## src/rtl/cuseq_pkg.sv

```systemverilog
package cuseq_pkg;

   typedef enum logic [1:0] {
      CU_IDLE = 2'd0,
      CU_SUSP = 2'd1,
      CU_ACT  = 2'd2
   } cu_state_t;

   typedef enum logic [2:0] {
      RU_IDLE  = 3'd0,
      RU_SUSP  = 3'd1,
      RU_READY = 3'd4
   } ru_state_t;

   typedef enum logic [3:0] {
      S_IDLE, S_RD_CW, S_WR_CW, S_HEAD_LO, S_HEAD_HI, S_WR_STAT,
      S_WR_BUSY, S_RD_BCMD, S_START, S_WAIT, S_WR_DONE, S_LNK_LO, S_LNK_HI
   } seq_state_t;

   localparam logic [15:0] BLK_BUSY_WORD = 16'h4000;
   localparam logic [15:0] BLK_DONE_WORD = 16'hA000;

   function automatic logic ptr_is_null(input logic [31:0] p);
      return (p == 32'h0) || (p == 32'hFFFF_FFFF);
   endfunction

   function automatic logic [15:0] pack_status(input logic [3:0] ev,
                                               input logic [1:0] cu,
                                               input logic [2:0] ru);
      return {ev, 2'b00, cu, 1'b0, ru, 4'b0000};
   endfunction

endpackage

```

## src/rtl/cuseq_ctl_decode.sv

```systemverilog
module cuseq_ctl_decode
   import cuseq_pkg::*;
(
   input  logic [3:0] ack_bits,
   input  logic [2:0] cu_code,
   input  logic [2:0] ru_code,
   input  logic       soft_rst,
   input  logic [3:0] ev_in,
   input  cu_state_t  cu_in,
   input  ru_state_t  ru_in,
   output logic [3:0] ev_out,
   output cu_state_t  cu_out,
   output ru_state_t  ru_out
);

   always_comb begin
      ev_out = ev_in & ~ack_bits;
      cu_out = cu_in;
      ru_out = ru_in;
      case (cu_code)
         3'd1: cu_out = CU_ACT;
         3'd4: begin
            cu_out    = CU_SUSP;
            ev_out[1] = 1'b1;
         end
         default: ;
      endcase
      case (ru_code)
         3'd1, 3'd2: ru_out = RU_IDLE;
         3'd3, 3'd4: begin
            ru_out    = RU_SUSP;
            ev_out[0] = 1'b1;
         end
         default: ;
      endcase
      if (soft_rst) begin
         ev_out = 4'b0000;
         cu_out = CU_IDLE;
         ru_out = RU_SUSP;
      end
   end

endmodule

```

## src/rtl/cuseq_dispatch.sv

```systemverilog
module cuseq_dispatch #(
   parameter logic [7:0] HS_MASK = 8'hFE
) (
   input  logic       go,
   input  logic [2:0] opcode,
   input  logic [7:0] done_in,
   output logic [7:0] start,
   output logic       needs_hs,
   output logic       done_hit
);

   logic [7:0] done_sel;

   for (genvar k = 0; k < 8; k++) begin : g_op
      if (HS_MASK[k]) begin : g_hs
         assign start[k] = go && (opcode == 3'(k));
      end else begin : g_imm
         assign start[k] = 1'b0;
      end
      assign done_sel[k] = HS_MASK[k] && (opcode == 3'(k)) && done_in[k];
   end

   assign needs_hs = HS_MASK[opcode];
   assign done_hit = |done_sel;

endmodule

```

## src/rtl/cuseq_top.sv

```systemverilog
module cuseq_top
   import cuseq_pkg::*;
#(
   parameter int         ADDR_W     = 12,
   parameter logic [7:0] OP_HS_MASK = 8'hFE,
   parameter int         CA_CNT_W   = 4
) (
   input  logic              clk,
   input  logic              rst_n,
   input  logic              ca,
   input  logic [ADDR_W-1:0] cb_base,
   output logic              mem_req,
   output logic              mem_we,
   output logic [ADDR_W-1:0] mem_addr,
   output logic [15:0]       mem_wdata,
   input  logic              mem_ack,
   input  logic [15:0]       mem_rdata,
   output logic [7:0]        act_start,
   input  logic [7:0]        act_done,
   output logic [ADDR_W-1:0] act_blk,
   output logic              irq
);

   localparam logic [ADDR_W-1:0] OFS_W1 = ADDR_W'(2);
   localparam logic [ADDR_W-1:0] OFS_W2 = ADDR_W'(4);
   localparam logic [ADDR_W-1:0] OFS_W3 = ADDR_W'(6);
   localparam logic [CA_CNT_W-1:0] CA_MAX = '1;

   if (ADDR_W < 4 || ADDR_W > 32) begin : g_bad_aw
      $error("cuseq_top: ADDR_W must lie in 4..32");
   end
   if (CA_CNT_W < 1 || CA_CNT_W > 16) begin : g_bad_cw
      $error("cuseq_top: CA_CNT_W must lie in 1..16");
   end

   seq_state_t          state;
   cu_state_t           cu_q, cu_d;
   ru_state_t           ru_q, ru_d;
   logic [3:0]          ev_q, ev_d;
   logic [ADDR_W-1:0]   ptr_q;
   logic                pnull_q;
   logic [15:0]         half_q;
   logic [31:0]         word32;
   logic [3:0]          cw_ack;
   logic [2:0]          cw_cuc, cw_ruc;
   logic                cw_soft;
   logic [2:0]          b_op;
   logic                b_eol, b_susp, b_intr;
   logic [CA_CNT_W-1:0] ca_cnt;
   logic                ca_take, ca_inc;
   logic                hs_need, hs_done;

   cuseq_ctl_decode u_dec (
      .ack_bits (cw_ack),
      .cu_code  (cw_cuc),
      .ru_code  (cw_ruc),
      .soft_rst (cw_soft),
      .ev_in    (ev_q),
      .cu_in    (cu_q),
      .ru_in    (ru_q),
      .ev_out   (ev_d),
      .cu_out   (cu_d),
      .ru_out   (ru_d)
   );

   cuseq_dispatch #(.HS_MASK(OP_HS_MASK)) u_disp (
      .go       (state == S_START),
      .opcode   (b_op),
      .done_in  (act_done),
      .start    (act_start),
      .needs_hs (hs_need),
      .done_hit (hs_done)
   );

   assign act_blk = ptr_q;
   assign word32  = {mem_rdata, half_q};
   assign ca_take = (state == S_IDLE) && (ca_cnt != '0);
   assign ca_inc  = ca && (ca_cnt != CA_MAX);

   always_comb begin
      mem_req   = 1'b1;
      mem_we    = 1'b0;
      mem_addr  = cb_base;
      mem_wdata = 16'h0000;
      case (state)
         S_RD_CW:   mem_addr = cb_base + OFS_W1;
         S_WR_CW: begin
            mem_we   = 1'b1;
            mem_addr = cb_base + OFS_W1;
         end
         S_HEAD_LO: mem_addr = cb_base + OFS_W2;
         S_HEAD_HI: mem_addr = cb_base + OFS_W3;
         S_WR_STAT: begin
            mem_we    = 1'b1;
            mem_wdata = pack_status(ev_q, cu_q, ru_q);
         end
         S_WR_BUSY: begin
            mem_we    = 1'b1;
            mem_addr  = ptr_q;
            mem_wdata = BLK_BUSY_WORD;
         end
         S_RD_BCMD: mem_addr = ptr_q + OFS_W1;
         S_WR_DONE: begin
            mem_we    = 1'b1;
            mem_addr  = ptr_q;
            mem_wdata = BLK_DONE_WORD;
         end
         S_LNK_LO:  mem_addr = ptr_q + OFS_W2;
         S_LNK_HI:  mem_addr = ptr_q + OFS_W3;
         default:   mem_req = 1'b0;
      endcase
   end

   always_ff @(posedge clk or negedge rst_n) begin
      if (!rst_n) begin
         state   <= S_IDLE;
         cu_q    <= CU_IDLE;
         ru_q    <= RU_SUSP;
         ev_q    <= 4'b0000;
         ptr_q   <= '0;
         pnull_q <= 1'b1;
         half_q  <= 16'h0000;
         cw_ack  <= 4'b0000;
         cw_cuc  <= 3'd0;
         cw_ruc  <= 3'd0;
         cw_soft <= 1'b0;
         b_op    <= 3'd0;
         b_eol   <= 1'b0;
         b_susp  <= 1'b0;
         b_intr  <= 1'b0;
         ca_cnt  <= '0;
         irq     <= 1'b0;
      end else begin
         irq    <= 1'b0;
         ca_cnt <= ca_cnt + CA_CNT_W'(ca_inc) - CA_CNT_W'(ca_take);
         case (state)
            S_IDLE: if (ca_take) state <= S_RD_CW;
            S_RD_CW: if (mem_ack) begin
               cw_ack  <= mem_rdata[15:12];
               cw_cuc  <= mem_rdata[10:8];
               cw_soft <= mem_rdata[7];
               cw_ruc  <= mem_rdata[6:4];
               state   <= S_WR_CW;
            end
            S_WR_CW: if (mem_ack) begin
               ev_q <= ev_d;
               cu_q <= cu_d;
               ru_q <= ru_d;
               if (cw_soft) pnull_q <= 1'b1;
               if (cu_d != CU_SUSP && (pnull_q || cw_soft)) state <= S_HEAD_LO;
               else                                          state <= S_WR_STAT;
            end
            S_HEAD_LO, S_LNK_LO: if (mem_ack) begin
               half_q <= mem_rdata;
               state  <= (state == S_HEAD_LO) ? S_HEAD_HI : S_LNK_HI;
            end
            S_HEAD_HI: if (mem_ack) begin
               ptr_q   <= word32[ADDR_W-1:0];
               pnull_q <= ptr_is_null(word32);
               state   <= S_WR_STAT;
            end
            S_WR_STAT: if (mem_ack) begin
               state <= (cu_q == CU_ACT && !pnull_q) ? S_WR_BUSY : S_IDLE;
            end
            S_WR_BUSY: if (mem_ack) state <= S_RD_BCMD;
            S_RD_BCMD: if (mem_ack) begin
               b_op   <= mem_rdata[2:0];
               b_eol  <= mem_rdata[15];
               b_susp <= mem_rdata[14];
               b_intr <= mem_rdata[13];
               state  <= S_START;
            end
            S_START: state <= hs_need ? S_WAIT : S_WR_DONE;
            S_WAIT: if (hs_done) state <= S_WR_DONE;
            S_WR_DONE: if (mem_ack) state <= S_LNK_LO;
            S_LNK_HI: if (mem_ack) begin
               ptr_q   <= word32[ADDR_W-1:0];
               pnull_q <= ptr_is_null(word32) || b_eol;
               if (b_susp) cu_q <= CU_SUSP;
               ev_q[3] <= b_intr;
               irq     <= b_intr;
               state   <= S_WR_STAT;
            end
            default: state <= S_IDLE;
         endcase
      end
   end

endmodule

```

## config.mk

```make
export PLATFORM = sky130hd
export DESIGN_NAME = cuseq_top
export DESIGN_NICKNAME = d
export VERILOG_FILES = /design/src/rtl/cuseq_pkg.sv /design/src/rtl/cuseq_ctl_decode.sv /design/src/rtl/cuseq_dispatch.sv /design/src/rtl/cuseq_top.sv
export SDC_FILE = /design/constraint.sdc
export NUM_CORES = 1
export LEC_CHECK = 0
export ABC_AREA = 1
export BUFFER_PORTS_ARGS = -buffer_cell sky130_fd_sc_hd__buf_2
export CAP_MARGIN = 20
export CORE_UTILIZATION = 60
export DETAILED_ROUTE_END_ITERATION = 7
export MAX_ROUTING_LAYER = met4
export PLACE_DENSITY = 0.95
export SETUP_SLACK_MARGIN = 0.2
export SLEW_MARGIN = 20
export SYNTH_ARGS = -nofsm -noshare
export SYNTH_HDL_FRONTEND = slang
export SYNTH_SLANG_ARGS = --single-unit
```

## constraint.sdc

```tcl
create_clock -name clk -period 3.45 [get_ports clk]
set_input_delay 0.1725 -clock clk [delete_from_list [all_inputs] [get_ports clk]]
set_output_delay 0.1725 -clock clk [all_outputs]
set_load 0.01 [all_outputs]
```

==> out/summary.txt, run 1 <==
Avg Cell Area, Syn: 6.588 µm²
Worst-Margin Slew: 0.9464 ns
Seq/Total Area, Yosys: 31.32%
FF+latch count, synth: 62
Slew headroom: 36.91%
Core ar.: 7848 µm²
area growth from synthesis to layout: 12.94%
Routed WL per cell: 15.05 µm
critical path, cell by cell: inv_2 -> nand2_1 -> nor2_4 -> nand2_1 -> o21ai_1 -> inv_1 -> ha_1 -> nand2_4 -> nor2_4 -> nand2_1 -> nand2_1 -> nand3_1 -> nand2_1 -> nor2_1 -> nand3_1 -> buf_2
critical path's top delay family: simple AND/OR/NAND/NOR gates
die area: 8636 µm²
WP data required: 3.28 ns
worst setup path class: flip-flop to output port
Detail Route Antenna Nets: 0
area of the multi-input gates: 2905 µm²
Startpoint Class: flip-flop
area leader, netlist: dfrtp_1
# rows: 32
DP HPWL: 10730 µm
Buf/Inv on CP: 3
clock sink count: 62
CTS tree: built
clk_lat worst skew: 0.35 ns
Final Hold Fails: 0
first-pass GRT wire length: 23200 µm
die span in x: 92.93 µm
unique cell type count in the Yosys netlist: 42
H-tree Lvls: 3
clock-pin slew on the worst setup and hold paths: 0.08 ns
Crit-path slowest cell: dfrtp_2
asr flop ratio synth: 100.0%
total congestion overflow: 0
Leakage: 3.026 nW
DR DRC count: 0
maximum clock frequency: 337.1 MHz
gpl congestion: 0.9200
GRT Overall Usage: 35.05%
final WL: 14080 µm
DR vias/cell: 5.725
Root Buffer Master: clkbuf_8
register area: 1556 µm²
critical path's most frequent cell: nand2_1
Layout fillers: 670
maximum number of pins on one net before global-route repair: 45
Post-synth EDFFs: 0
1st-pass router iterations: 5
Post-Syn Area: 4961 µm²
Inserted Clock Buffers: 9
count leader, synth: nand2_1
Synth top area share: 30.26%
Detailed Route Iter0 Violations: 527
final setup fails: 0
VDD IR-drop max: 0.4623 mV
initial antenna violation count: 0
skew final: 0.01129 ns
starting density of the core: 63.22%
Synth top cells by count: nand2_1, inv_1, o21ai_0, dfrtp_1, nand3_1
antenna diode count: 0
Max Slew Vio Count: 0
die height: 92.93 µm
Main synth FF type: dfrtp_1
outcome: complete, no violations
Arr. time, crit path: 2.79 ns
Vias: 5359
power per cell area: 808.6 nW/µm²
max_cap viols: 0
vias in the first global route: 5077
PortBufs: 79
layout cell share with drive strength beyond 1: 20.74%
worst-path fanout max: 11
fin crit period: 2.966 ns
unrepaired setup endpoints after global routing: no
final design utilization: 71.40%
yosys warns: 0
Post-Route Setup TNS: 0 ns
Hold Crit Class: primary input to flip-flop
Crit. End Element: output port
Cells after Synth: 753
synth top area cells: dfrtp_1, nand2_1, inv_1
CTS Buffer Depth: 2
Tcrit/Tclk final: 85.98%
crit-path max cell delay: 0.49 ns
Ports: 91
number of nets in the layout: 879
[timing repair]
item / 4_1_cts / 5_1_grt
setup buffers: 0 / 3
setup endpoints to repair: 0 / 8
gates resized for setup: 0 / 4
hold buffers: 1 / 0
endpoints found under the hold margin: 33 / 0
[cell type report]
type	count	area share, %
Clock buffer	9	2.211
Clock inverter	7	1.742
Inverter	93	6.230
Multi-Input combinational cell	578	51.85
Sequential cell	62	27.78
Tap cell	102	2.278
Timing Repair Buffer	85	7.905
[power by group]
part / total (W) / switching [W] / internal, W
clock: 0.000721 / 0.000312 / 0.000409
sequential: 0.00147 / 0.000399 / 0.00107
combinational: 0.00234 / 0.00152 / 0.000823
[layout by cell type (no fill, tap or decap), types with 5 or more instances in the layout]
cell type / instances
buf_4: 5
nor2_4: 9
buf_2: 79
inv_2: 9
nor3_1: 5
nand4_1: 21
nor2_1: 58
conb_1: 10
o21ai_0: 62
nand2_4: 9
nand2_1: 240
nand3_1: 60
nand2_2: 17
ha_1: 9
dfrtp_1: 58
inv_1: 84
nor2_2: 11
a21oi_1: 10
o21ai_1: 12
nor4_1: 13
nand3_2: 5
clkbuf_8: 9
o22ai_1: 5
[worst reg2reg max path: stages, from the launching register on]
cell	delay (ns)
dfrtp_2	0.51
nor2_1	0.40
inv_1	0.15
nor3_1	0.23
ha_1	0.26
inv_1	0.05
ha_1	0.15
inv_1	0.06
fa_1	0.49
inv_1	0.05
[per-layer routing]
metal	vias to the layer above	track usage, %	wire [µm]
met5	-	-	0
met4	0	12.18	275
li1	2580	-	-
met2	274	59.38	6961
met3	38	5.008	1041
met1	2467	42.80	5804
[cell families after synthesis]
group / count (synthesis) / share of synthesized area (%)
AO/OA/AOI/OAI: 101 / 11.12
XOR/XNOR: 2 / 0.3532
adder cells (fa/ha/maj): 10 / 2.673
buffers and inverters: 122 / 10.95
flip-flops: 62 / 31.32
multiplexers: 1 / 0.2270
other: 1 / 0.07559
AND/OR/NAND/NOR: 454 / 43.28
[sequential cells by signal, indices dropped and copies added (netlist names)]
register / flops
act_blk: 12
b_eol: 1
b_intr: 1
b_op: 3
b_susp: 1
ca_cnt: 4
cu_q: 2
cw_ack: 4
cw_cuc: 3
cw_ruc: 3
cw_soft: 1
ev_q: 4
half_q: 16
irq: 1
pnull_q: 1
ru_q: 1
state: 4
[path summary, 6_finish.rpt]
path / from / end / slack [ns] / depth (start not counted)
min reg2reg: ru_q[0]$_DFFE_PN1P_ / ru_q[0]$_DFFE_PN1P_ / 0.49 / 2
min in group asynchronous: rst_n / half_q[14]$_DFFE_PN0P_ / 0.52 / 2
max in group asynchronous: rst_n / state[3]$_DFFE_PN0P_ / 2.11 / 3
max: state[2]$_DFFE_PN0P_ / mem_addr[8] / 0.48 / 16
max reg2reg: state[3]$_DFFE_PN0P_ / ca_cnt[1]$_DFF_PN0_ / 1.01 / 9
min: mem_rdata[3] / half_q[3]$_DFFE_PN0P_ / 0.11 / 3
[metrics by stage]
stage	setup WS (ns)	cells	hold WS, ns	area [µm²]	total power, W
global route	0.2596	936	0.1421	5603	0.004880
finish	0.4838	936	0.1123	5603	0.004531
detailed placement	0.7408	916	0.3619	5339	0.003729
global placement	0.7906	916	0.3403	5339	0.003612
CTS	0.3452	933	0.1019	5570	0.004468
floorplan	1.296	762	-0.1231	4995	0.002997
Power figures use the tool's default switching activity.
==> inputs of run 2 (changes only) <==
- BUFFER_PORTS_ARGS: -buffer_cell sky130_fd_sc_hd__buf_2 -> unset
- CTS_CLUSTER_DIAMETER: unset -> 40
- DONT_BUFFER_PORTS: unset -> 1
- PLACE_DENSITY: 0.95 -> 0.86
- SYNTH_HIERARCHICAL: unset -> 1
==> run 2 against run 1 <==
The flow now finishes with violations (hold timing). Non-clock buffer count decreased by 70. Global-route usage is 1.6 points lower. Utilization down 3.0 points. Largest cell class unchanged.
==> out/summary.txt, run 2 <==
Arr. time, crit path: 2.87 ns (+0.08 ns)
die height: 93.29 µm (+0.38%)
# rows: 32 (unchanged)
Post-synth EDFFs: 0 (unchanged)
maximum clock frequency: 329.1 MHz (-2.4%)
CTS Buffer Depth: 2 (unchanged)
Routed WL per cell: 15.31 µm (+1.8%)
DR vias/cell: 5.806 (+1.4%)
worst setup path class: flip-flop to output port
Post-Route Setup TNS: 0 ns (unchanged)
Synth top area share: 31.03% (+0.77 points)
Min Hold Slack: -0.003211 ns (-0.1155 ns)
1st-pass router iterations: 5 (unchanged)
WP data required: 3.28 ns (about the same)
count leader, synth: nand2_1
total congestion overflow: 0 (unchanged)
Avg Cell Area, Syn: 6.289 µm² (-4.5%)
max_cap viols: 0 (unchanged)
area leader, netlist: dfrtp_1
Root Buffer Master: clkbuf_8
die span in x: 93.29 µm (+0.38%)
antenna diode count: 0 (unchanged)
area growth from synthesis to layout: 7.858%
register bank with the most flops: half_q
vias in the first global route: 4637 (-8.7%)
Detailed Route Iter0 Violations: 330 (-37%)
Max Slew Vio Count: 0 (unchanged)
DP HPWL: 10440 µm (-2.7%)
Worst-Margin Slew: 0.7838 ns (-0.1626 ns)
post-CTS setup buffers: 0 (unchanged)
most common cell after layout, fill and taps aside: nand2_1
outcome: complete, but fails checks
DR DRC count: 0 (unchanged)
fin crit period: 3.039 ns (+0.07260 ns)
clock sink count: 64 (+3.2%)
number of nets in the layout: 849 (-3.4%)
most frequent cells in the layout: nand2_1, inv_1, nor2_1
initial antenna violation count: 0 (unchanged)
skew final: 0.007410 ns (-0.003877 ns)
Tcrit/Tclk final: 88.08% (+2.1 points)
final setup fails: 0 (unchanged)
clock-pin slew on the worst setup and hold paths: 0.07 ns (about the same)
GRT Overall Usage: 33.43% (-1.6 points)
CTS tree: built
H-tree Lvls: 3 (unchanged)
Slew headroom: 47.62% (+11 points)
Detail Route Antenna Nets: 0 (unchanged)
maximum number of pins on one net before global-route repair: 65 (+44%)
Leakage: 2.784 nW (-8.0%)
Cells after Synth: 795 (+5.6%)
Post-Syn Area: 5000 µm² (+0.78%)
PortBufs: 0 (-100%)
Crit. End Element: output port
clk_lat worst skew: 0.35 ns (about the same)
starting density of the core: 63.39% (+0.17 points)
die area: 8702 µm² (+0.77%)
power per cell area: 824.6 nW/µm² (+2.0%)
gpl congestion: 0.9451 (+2.7%)
Startpoint Class: flip-flop
yosys warns: 6 (+6)
final WL: 13870 µm (-1.5%)
Ports: 91 (unchanged)
asr flop ratio synth: 100.0% (unchanged)
unique cell type count in the Yosys netlist: 38 (-9.5%)
Main synth FF type: dfrtp_1
Largest register FFs: 16 (unchanged)
Seq/Total Area, Yosys: 32.08% (+0.76 points)
Vias: 5260 (-1.8%)
unrepaired setup endpoints after global routing: no
layout cell share with drive strength beyond 1: 7.960% (-13 points)
Core ar.: 7888 µm² (+0.51%)
FF+latch count, synth: 64 (+3.2%)
first-pass GRT wire length: 21820 µm (-6.0%)
failing checks: hold timing
Final Hold Fails: 1 (+1)
Synth top cells by count: nand2_1, inv_1, nor2_1, dfrtp_1, o21ai_0
VDD IR-drop max: 0.4854 mV (+5.0%)
Hold Crit Class: primary input to flip-flop
synth top area cells: dfrtp_1, nand2_1, inv_1
Inserted Clock Buffers: 9 (unchanged)
worst-path fanout max: 10 (-1)
run 2: area by class of cell:
class | instances | area, µm²
multi-input combinational | 603 | 2853
fill | 687 | 2495
sequential | 64 | 1604
inverter | 106 | 397.9
timing repair buffer | 15 | 157.7
clock buffer | 10 | 137.6
tap | 102 | 127.6
clock inverter | 6 | 115.1
run 2: routing by layer:
metal | routed length (µm) | track usage [%] | vias to the layer above
li1 | - | - | 2553
met1 | 5779 | 41.46 | 2451
met2 | 6770 | 55.70 | 223
met3 | 986 | 3.984 | 33
met4 | 337 | 13.72 | 0
met5 | 0 | - | -
run 2: repair_timing:
item,CTS,global route
gates resized for setup,0,3
endpoints found under the setup margin,0,3
hold buffers,11,0
hold endpoints to repair,75,0
run 2: path summary, 6_finish.rpt:
| kind | from | slack, ns | cells after the start | to |
|---|---|---|---|---|
| max | state[3]$_DFFE_PN0P_ | 0.41 | 15 | mem_addr[9] |
| min | mem_rdata[0] | -0.003 | 2 | b_op[0]$_DFFE_PN0P_ |
| max reg2reg | state[3]$_DFFE_PN0P_ | 1.09 | 11 | state[0]$_DFFE_PN0P_ |
| min reg2reg | pnull_q$_DFFE_PN1P_ | 0.48 | 2 | pnull_q$_DFFE_PN1P_ |
| max in group asynchronous | rst_n | 2.76 | 2 | pnull_q$_DFFE_PN1P_ |
| min in group asynchronous | rst_n | 0.35 | 2 | b_op[1]$_DFFE_PN0P_ |
run 2: worst max-delay path, stage by stage, from the launching register on:
cell     delay, ns
dfrtp_1       0.52
inv_2         0.15
nand2_1       0.12
nor2_4        0.36
nand2_1       0.12
o21ai_1       0.15
inv_1         0.11
ha_1          0.22
nand3_1       0.13
inv_1         0.11
nand2_1       0.08
nand2_1       0.06
nand3_1       0.08
nand2_1       0.06
nor2_1        0.11
nand3_1       0.14
run 2: per-stage QoR:
stage | instances | power [W] | instance area (µm²) | utilization, % | setup slack, ns
CTS | 906 | 0.004406 | 5383 | 68.24 | 0.3819
floorplan | 801 | 0.003051 | 5022 | - | 1.358
detailed placement | 879 | 0.003559 | 5002 | 63.42 | 0.7643
finish | 906 | 0.004447 | 5393 | 68.37 | 0.4112
global route | 906 | 0.004770 | 5393 | 68.37 | 0.2437
global placement | 879 | 0.003466 | 5002 | 63.42 | 0.8137
run 2: kinds of logic after synthesis:
kind of cell,synth area share (%)
muxes,0.2252
other,0.1502
adders and majority gates,2.653
AOI/OAI and AO/OA,12.14
and+or+nand+nor,40.72
buffers and inverters,11.51
xor gates and xnor gates,0.5256
DFF,32.08
run 2: power breakdown:
group	switching [W]	internal [W]
clock	0.000312	0.000503
combinational	0.00142	0.000670
sequential	0.000438	0.00110
==> inputs of run 3 (changes only) <==
- REMOVE_ABC_BUFFERS: unset -> 1
==> run 3 against run 2 <==
The run now ends clean. Non-clock buffer count shrank 1. Routed wire length grew 2.9%. Flip-flop and latch count is the same. Global-route usage grew 2.0 points. Critical path type unchanged. Clock power shrank 6.7%. Largest power group unchanged. Highest routed layer unchanged.
==> out/summary.txt, run 3 (same netlist as run 2, synthesis figures left out) <==
fin crit period: 3.045 ns (+0.006398 ns)
unrepaired setup endpoints after global routing: no
H-tree Lvls: 3 (unchanged)
Buf/Inv on CP: 3 (unchanged)
Worst-Margin Slew: 0.8136 ns (+0.02975 ns)
logic gate share of total power: 47.9% (+0.8 points)
crit-path max cell delay: 0.52 ns (about the same)
Vias: 5247 (-0.25%)
Crit. End Element: output port
Startpoint Class: flip-flop
Post-Route Setup TNS: 0 ns (unchanged)
Routed WL per cell: 15.78 µm (+3.1%)
maximum number of pins on one net before global-route repair: 65 (unchanged)
Arr. time, crit path: 2.87 ns (about the same)
register area: 1604 µm² (unchanged)
GRT Overall Usage: 35.41% (+2.0 points)
antenna diode count: 0 (unchanged)
CTS Buffer Depth: 2 (unchanged)
first-pass GRT wire length: 23250 µm (+6.5%)
total congestion overflow: 0 (unchanged)
DP HPWL: 10880 µm (+4.2%)
Overall Power: 0.004423 W (-0.53%)
Slew headroom: 45.63% (-2.0 points)
critical path's top delay family: simple AND/OR/NAND/NOR gates
Detail Route Antenna Nets: 0 (unchanged)
die area: 8702 µm² (unchanged)
fin area: 5369 µm² (-0.44%)
Final Hold Fails: 0 (-1)
critical path's most frequent cell: nand2_1
skew final: 0.006761 ns (-0.0006489 ns)
sw frac: 49.47% (+0.61 points)
Layout fillers: 686 (-0.15%)
maximum clock frequency: 328.4 MHz (-0.21%)
vias in the first global route: 4909 (+5.9%)
Detailed Route Iter0 Violations: 376 (+14%)
outcome: complete, no violations
Crit-path slowest cell: dfrtp_1
gpl congestion: 0.9413 (-0.40%)
switching power total: 0.002189 W (+0.72%)
layout cell share with drive strength beyond 1: 7.970% (+0.0099 points)
Tcrit/Tclk final: 88.27% (+0.19 points)
DR vias/cell: 5.798 (-0.14%)
Core ar.: 7888 µm² (unchanged)
number of nets in the layout: 848 (-0.12%)
most frequent cells in the layout: nand2_1, inv_1, nor2_1
most common cell after layout, fill and taps aside: nand2_1
area of the multi-input gates: 2853 µm² (unchanged)
final WL: 14280 µm (+2.9%)
Root Buffer Master: clkbuf_8
clock share of power: 17.2% (-1.1 points)
CTS tree: built
worst setup margin: 0.4048 ns (-0.006398 ns)
worst-path fanout max: 10 (unchanged)
die height: 93.29 µm (unchanged)
Max Slew Vio Count: 0 (unchanged)
Leakage: 2.780 nW (-0.11%)
power per cell area: 823.9 nW/µm² (about the same)
die span in x: 93.29 µm (unchanged)
final setup fails: 0 (unchanged)
max_cap viols: 0 (unchanged)
Hold Crit Class: primary input to flip-flop
1st-pass router iterations: 6 (+1)
starting density of the core: 63.39% (unchanged)
# rows: 32 (unchanged)
clock sink count: 64 (unchanged)
critical path, cell by cell: inv_2 -> nand2_1 -> nor2_4 -> nand2_1 -> o21ai_1 -> inv_1 -> ha_1 -> nand3_1 -> inv_1 -> nand2_1 -> nand2_1 -> nand3_1 -> nand2_1 -> nor2_1 -> nand3_1
register bank with the most flops: half_q
post-CTS setup buffers: 0 (unchanged)
Inserted Clock Buffers: 9 (unchanged)
P_int: 0.002235 W (-1.7%)
Ports: 91 (unchanged)
pre-CTS setup slack: 0.7786 ns (+0.01426 ns)
clk_lat worst skew: 0.34 ns (about the same)
DP Area: 5002 µm² (unchanged)
initial antenna violation count: 0 (unchanged)
Largest register FFs: 16 (unchanged)
DR DRC count: 0 (unchanged)
worst setup path class: flip-flop to output port
WP data required: 3.28 ns (about the same)
sequential power share: 34.9% (+0.3 points)
clock-pin slew on the worst setup and hold paths: 0.07 ns (about the same)
VDD IR-drop max: 0.5171 mV (+6.5%)
area growth from synthesis to layout: 7.382%
PortBufs: 0 (unchanged)
[run 3: metal layers]
layer | up-vias | share of wire [%] | global-route usage (%)
met4 | 0 | 3.1 | 14.49
met3 | 39 | 7.4 | 6.423
met5 | - | 0 | -
met2 | 249 | 49 | 58.95
li1 | 2551 | - | -
met1 | 2408 | 40 | 42.52
[run 3: path summary, 6_finish.rpt]
path | from | to | slack, ns | cells past startpoint
worst max-delay path | state[3]$_DFFE_PN0P_ | mem_addr[9] | 0.40 | 15
worst min-delay path | mem_rdata[0] | b_op[0]$_DFFE_PN0P_ | 0.0009 | 2
worst max register to register | state[3]$_DFFE_PN0P_ | state[0]$_DFFE_PN0P_ | 1.01 | 11
worst min register to register | pnull_q$_DFFE_PN1P_ | pnull_q$_DFFE_PN1P_ | 0.48 | 2
max in group asynchronous | rst_n | pnull_q$_DFFE_PN1P_ | 2.79 | 2
min in group asynchronous | rst_n | cw_ruc[0]$_DFFE_PN0P_ | 0.35 | 2
[run 3: final cells by class]
| cell class | instances | area share [%] |
|---|---|---|
| Timing Repair Buffer | 14 | 2.750 |
| Clock buffer | 12 | 3.076 |
| Sequential cell | 64 | 29.88 |
| Inverter | 106 | 7.411 |
| Multi-Input combinational cell | 603 | 53.13 |
| Clock inverter | 4 | 1.375 |
| Tap cell | 102 | 2.377 |
[run 3: power by group through the flow]
stage | Combinational (W) | Sequential (W) | Clock (W)
after floorplan | 0.00160 | 0.00141 | 0
after global placement | 0.00196 | 0.00152 | 0
after detailed placement | 0.00204 | 0.00153 | 0
after CTS | 0.00208 | 0.00153 | 0.000766
after global routing | 0.00238 | 0.00159 | 0.000799
final | 0.00212 | 0.00155 | 0.000761
[run 3: through the flow]
step                hold WS [ns]  util (%)  instances
finish                 0.0009438     68.07        905
global placement         -0.1210     63.42        879
CTS                     0.002044     67.94        905
detailed placement       -0.1216     63.42        879
global route             0.01575     68.07        905
floorplan                -0.1231         -        773
[run 3: timing repair]
item | CTS | global route
setup endpoints to repair | 0 | 5
hold buffers | 10 | 0
endpoints found under the hold margin | 73 | 0
resized for setup | 0 | 3
